$ cat src/rtl/sc_gpio_port.sv
module sc_gpio_port #(
  parameter int PINS = 32,
  parameter int AW   = 12
) (
  input  logic            clk,
  input  logic            rst_n,
  input  logic            bus_wr,
  input  logic            bus_rd,
  input  logic [AW-1:0]   bus_addr,
  input  logic [PINS-1:0] bus_wdata,
  output logic [PINS-1:0] bus_rdata,
  input  logic [PINS-1:0] pin_in,
  output logic [PINS-1:0] pin_out,
  output logic [PINS-1:0] pin_oe
);

  localparam logic [AW-1:0] OFS_FLOAT = AW'('h100);
  localparam logic [AW-1:0] OFS_SET   = AW'('h108);
  localparam logic [AW-1:0] OFS_CLR   = AW'('h10C);
  localparam logic [AW-1:0] OFS_PINS  = AW'('h110);

  logic [PINS-1:0] drv_q, oe_q, meta_q, sync_q;
  logic            in_open_q;

  wire hit_float = bus_addr == OFS_FLOAT;
  wire hit_set   = bus_addr == OFS_SET;
  wire hit_clr   = bus_addr == OFS_CLR;
  wire hit_pins  = bus_addr == OFS_PINS;

  always_ff @(posedge clk or negedge rst_n) begin
    if (!rst_n) begin
      meta_q <= '0;
      sync_q <= '0;
    end else begin
      meta_q <= pin_in;
      sync_q <= meta_q;
    end
  end

  always_ff @(posedge clk or negedge rst_n) begin
    if (!rst_n) begin
      drv_q     <= '0;
      oe_q      <= '0;
      in_open_q <= 1'b0;
    end else if (bus_wr) begin
      if (hit_set) begin
        drv_q <= drv_q | bus_wdata;
        oe_q  <= oe_q | bus_wdata;
      end
      if (hit_clr) begin
        drv_q <= drv_q & ~bus_wdata;
        oe_q  <= oe_q | bus_wdata;
      end
      if (hit_float) oe_q <= oe_q & ~bus_wdata;
      if (hit_pins)  in_open_q <= 1'b1;
    end
  end

  always_comb begin
    bus_rdata = '0;
    if (bus_rd) begin
      if (hit_float)     bus_rdata = oe_q;
      else if (hit_set)  bus_rdata = drv_q;
      else if (hit_pins) bus_rdata = in_open_q ? sync_q : '0;
    end
  end

  assign pin_out = drv_q;
  assign pin_oe  = oe_q;

  a_r4_set_drives: assert property (@(posedge clk) disable iff (!rst_n)
    (bus_wr && (hit_set || hit_clr)) |=> ((pin_oe & $past(bus_wdata)) == $past(bus_wdata)));

  a_r3_clr_low: assert property (@(posedge clk) disable iff (!rst_n)
    (bus_wr && hit_clr) |=> ((pin_out & $past(bus_wdata)) == '0));

  a_r5_float_releases: assert property (@(posedge clk) disable iff (!rst_n)
    (bus_wr && hit_float) |=> ((pin_oe & $past(bus_wdata)) == '0) && $stable(pin_out));

  a_r6_gated_read: assert property (@(posedge clk) disable iff (!rst_n)
    (!in_open_q && bus_rd && hit_pins) |-> (bus_rdata == '0));

  a_r8_undef_write: assert property (@(posedge clk) disable iff (!rst_n)
    (bus_wr && !(hit_float || hit_set || hit_clr || hit_pins)) |=> $stable(pin_out) && $stable(pin_oe));

endmodule

$ cat config.mk
export PLATFORM = sky130hd
export DESIGN_NAME = sc_gpio_port
export DESIGN_NICKNAME = d
export VERILOG_FILES = /design/src/rtl/sc_gpio_port.sv
export SDC_FILE = /design/constraint.sdc
export NUM_CORES = 1
export LEC_CHECK = 0
export BUFFER_PORTS_ARGS = -buffer_cell sky130_fd_sc_hd__buf_2
export CAP_MARGIN = 25
export CORE_ASPECT_RATIO = 1.1
export CORE_MARGIN = 2
export CORE_UTILIZATION = 55
export DETAILED_ROUTE_END_ITERATION = 16
export PLACE_DENSITY_LB_ADDON = 0.12
export SLEW_MARGIN = 10
export SYNTH_ARGS = -nofsm -noshare
export SYNTH_HDL_FRONTEND = slang
export SYNTH_SLANG_ARGS = --single-unit
$ cat constraint.sdc
create_clock -name clk -period 6.3 [get_ports clk]
set_input_delay 0.945 -clock clk [delete_from_list [all_inputs] [get_ports clk]]
set_output_delay 0.945 -clock clk [all_outputs]
set_load 0.01 [all_outputs]
Word level (Yosys, flattened, before mapping)
Cells that the tools add are included.
- bits of input ports: 80
- flip-flop bits (word level): 129
- memories: 0
- output and inout bits: 96
- bits in writable memories: 0
- latch bits: 0
- memory bits (read-only): 0
- $add $sub $neg: 0
- div/mod/pow operators: 0
- $mul: 0
- reductions and logical operators: 5
- equality and inequality tests: 4
- shift-type cells: 0
- multiplexer cells: 10
- order comparisons: 0
- bitwise logic cells: 5
- operators with widths (cell ; count):
    $mux W32 ; 10
    $and A32 B32 Y32 ; 2
    $or A32 B32 Y32 ; 2
    $eq A12 B9 Y1 const B ; 4
    $not A32 Y32 ; 1
    $reduce_and A2 Y1 ; 3
    $reduce_bool A3 Y1 ; 1
    $reduce_bool A2 Y1 ; 1

Logic depth before layout (Yosys ltp)
- depth in word-level cells: 5
- mapped depth: 7
- mapped depth without buffers: 4

Worst setup path after synthesis
No wires, ideal clock.
- path kind: input-to-output
- start point: in bus_addr[1]
- end point: out bus_rdata[10]
- path slack: 2.934 ns
- data arrival time: 2.421 ns
- cell stages on the path: 6
- cell sequence: nor2_1 nand2_1 or4_1 buf_2 buf_6 o221a_1
- word-level cells in the longest chain between the ends: 5
- elaborated cells on any way between the ends: 7
- ends and longest elaborated chain (element ; RTL line ; text):
    start: declaration ; 9 ; input logic [AW-1:0] bus_addr,
    $eq A12 B9 Y1 ; 28 ; wire hit_pins = bus_addr == OFS_PINS;
    $mux W32 ; 64 ; else if (hit_pins) bus_rdata = in_open_q ? sync_q : '0;
    $mux W32 ; 63 ; else if (hit_set) bus_rdata = drv_q;
    $mux W32 * ; 62 ; if (hit_float) bus_rdata = oe_q;
    $mux W32 * ; 61 ; if (bus_rd) begin
    end: declaration ; 11 ; output logic [PINS-1:0] bus_rdata,
Mark *: on every way between the ends. The rest lies on a longest branch, timed or not.

Worst setup path in the final report
- start point: in bus_addr[7]
- end point: out bus_rdata[15]
Same word-level chain as after synthesis.

==> flow_metrics.env <==
export IMPL_status="complete, no violations"
export IMPL_tritoncts="built"
export IMPL_drt_met1_wl_um=6410
export IMPL_avgSynthCellArea_sq_um=10.6
export IMPL_crit_fanout=24
export IMPL_first_global_vias=4609
export IMPL_final_setup_tns_ns=0
export IMPL_antenna_found_initial=0
export IMPL_critPathKind="in2out"
export IMPL_wl_per_cell_um=19.5
export IMPL_hold_viol=0
export IMPL_slew_headroom=0.300
export IMPL_fillCellCount=771
export IMPL_rr_endpoint="in_open_q"
export IMPL_drive_gt1_frac=0.317
export IMPL_tightest_slew_ns=1.05
export IMPL_netlist_top_cells_count="dfrtp_1, o21ai_0, clkbuf_1"
export IMPL_core_area_sq_um=9840
export IMPL_detailed_place_hpwl_um=10300
export IMPL_synthCells=521
export IMPL_cp_arrival_ns=3.26
export IMPL_synth_most_common_cell="dfrtp_1"
export IMPL_path_clk_slew_ns=0.06
export IMPL_vias=4928
export IMPL_path_common_cell="buf_2"
export IMPL_gr_total_overflow=0
export IMPL_power_density_nw_per_um2=270
export IMPL_io_buffers=175
export IMPL_seqCellArea_sq_um=3230
export IMPL_setup_viol_count_final=0
export IMPL_period_needed_ns=4.21
export IMPL_slowest_stage="or4_1"
export IMPL_fmax_mhz=238
export IMPL_highest_layer="met4"
export IMPL_cts_setup_buffers=0
export IMPL_path_buf_inv=3
export IMPL_die_area_sq_um=10900
export IMPL_cts_buffers=17
export IMPL_antenna_left=0
export IMPL_placed_cell_area_sq_um=6410
export IMPL_cts_resized=0
export IMPL_grt_usage=0.289
export IMPL_drc=0
export IMPL_die_y_um=109
export IMPL_fin_area_sq_um=7020
export IMPL_synth_edff_count=0
export IMPL_row_count=38
export IMPL_synth_top_area_cell="dfrtp_1"
export IMPL_die_w_um=99.8
export IMPL_start_util=0.564
export IMPL_ff2ff_path_depth=1
export IMPL_vias_per_cell=6.13
export IMPL_syn_cell_area_sq_um=5550
export IMPL_worstSetupStartpoint="bus_addr[7]"
export IMPL_p_leak_uw=0.00351
export IMPL_min_period_over_period=0.668
export IMPL_wl_met2_um=7250
export IMPL_maxCapViolations=0
export IMPL_synth_warnings=0
export IMPL_gp_congestion=0.896
export IMPL_cp_end_kind="primary output"
export IMPL_crit_family="simple AND/OR/NAND/NOR gates"
export IMPL_area_delta_synth_final_pct=26.5
export IMPL_synthesis_nets=601
export IMPL_maxSlewViolCount=0
export IMPL_cts_sinks=129
export IMPL_max_stage_delay_ns=0.70
export IMPL_postCtsHoldBufs=0
export IMPL_firstDrtPassIters=7
export IMPL_grt_max_degree=89
export IMPL_pin_count=176
export IMPL_peakVddDrop_mv=0.247
export IMPL_synth_area_leaders="dfrtp_1, o221a_1, a31oi_1"
export IMPL_root_buffer="clkbuf_8"
export IMPL_drt_total_wl_um=15700
export IMPL_async_reset_ff_frac=1.00
export IMPL_r2r_slack_ns=5.22
export IMPL_synthFlopType="dfrtp_1"
export IMPL_n_antenna_cell=0
export IMPL_grt_setup_unrepaired="no"
export IMPL_cp_cell_sequence="buf_2 -> nor3_1 -> nand2b_1 -> or4_1 -> buf_4 -> o221a_1 -> buf_2"
export IMPL_multi_input_area_sq_um=1960
export IMPL_ys_seq_area_frac=0.582
export IMPL_worstPathRequired_ns=5.35
export IMPL_reg2reg_from="in_open_q"
export IMPL_cp_depth=7
export IMPL_fin_skew_ns=0.00356
export IMPL_endpoint="bus_rdata[15]"
export IMPL_grt_pass1_wl_um=24100
export IMPL_max_clock_path_buffers=2
export IMPL_startpoint_type="primary input"
export IMPL_wl_met3_um=1490
export IMPL_hold_path_class="in2async"
export IMPL_ys_types=28
export IMPL_cts_htree_levels=4
export IMPL_finalNetCount=751
export IMPL_drt_iter0_markers=598
export IMPL_synth_seq_cells=129
export IMPL_clock_latency_ns=0.50
export IMPL_synth_top_area_frac=0.582
[worst min path at each step]
stage	slack, ns	from	to
after global placement	0.33	meta_q[2]	sync_q[2]
after floorplan	0.33	meta_q[0]	sync_q[0]
after global routing	0.35	rst_n	asynchronous set/reset pin
after detailed placement	0.34	meta_q[14]	sync_q[14]
final	0.35	rst_n	asynchronous set/reset pin
after CTS	0.34	rst_n	asynchronous set/reset pin
[cell families (layout without fill, tap and decap cells)]
kind of cell,Yosys count,in the layout,share of synthesized area
AND/OR/NAND/NOR,151,151,0.147
AO/OA/AOI/OAI,141,141,0.181
flip-flops,129,129,0.582
buffers and inverters,86,249,0.0647
multiplexers,14,14,0.0253
[layer usage]
layer  track usage  vias up
li1              -     2231
met1         0.401     2354
met5             0        -
met2         0.434      299
met3        0.0788       44
met4         0.120        0
[final cells by class]
type,instances,share of cell area
clock buffer,22,0.0646
multi-input combinational,306,0.279
sequential,129,0.460
clock inverter,10,0.0182
tap,120,0.0214
inverter,32,0.0171
timing repair buffer,185,0.139
[per-stage QoR]
step	total power, uW	instances	utilization	worst slack [ns]	hold slack, ns
2_1_floorplan	901	521	-	2.93	0.331
3_3_place_gp	958	771	0.651	2.26	0.333
3_5_place_dp	962	771	0.651	2.14	0.336
4_1_cts	1900	803	0.710	2.14	0.336
5_1_grt	1950	804	0.713	1.95	0.347
6_report	1890	804	0.713	2.09	0.346
[power breakdown]
part	internal [uW]	switching [uW]	leakage [uW]
Combinational	28.8	61.1	0.00165
Sequential	852	8.08	0.00158
Clock	589	352	0.000276
Total	1470	421	0.00351
[cell usage in the layout (no fill, tap or decap), types with 2 or more instances in the layout]
| master | n |
|---|---|
| clkbuf_1 | 3 |
| and4_1 | 2 |
| inv_6 | 2 |
| nand3_1 | 38 |
| a31oi_1 | 33 |
| nand4_1 | 25 |
| buf_2 | 174 |
| nand2_1 | 34 |
| mux2i_1 | 14 |
| nor2_1 | 9 |
| dfrtp_1 | 129 |
| o221a_1 | 32 |
| and3_1 | 18 |
| clkbuf_8 | 3 |
| nand2b_1 | 2 |
| a2111oi_0 | 14 |
| bufinv_16 | 2 |
| a21oi_1 | 21 |
| buf_4 | 9 |
| o21ai_0 | 40 |
| and2_1 | 2 |
| clkinvlp_4 | 2 |
| nor3_1 | 15 |
| inv_1 | 32 |
| clkinv_4 | 4 |
| clkbuf_16 | 16 |
Note: power is estimated with default switching activity, not from simulation.
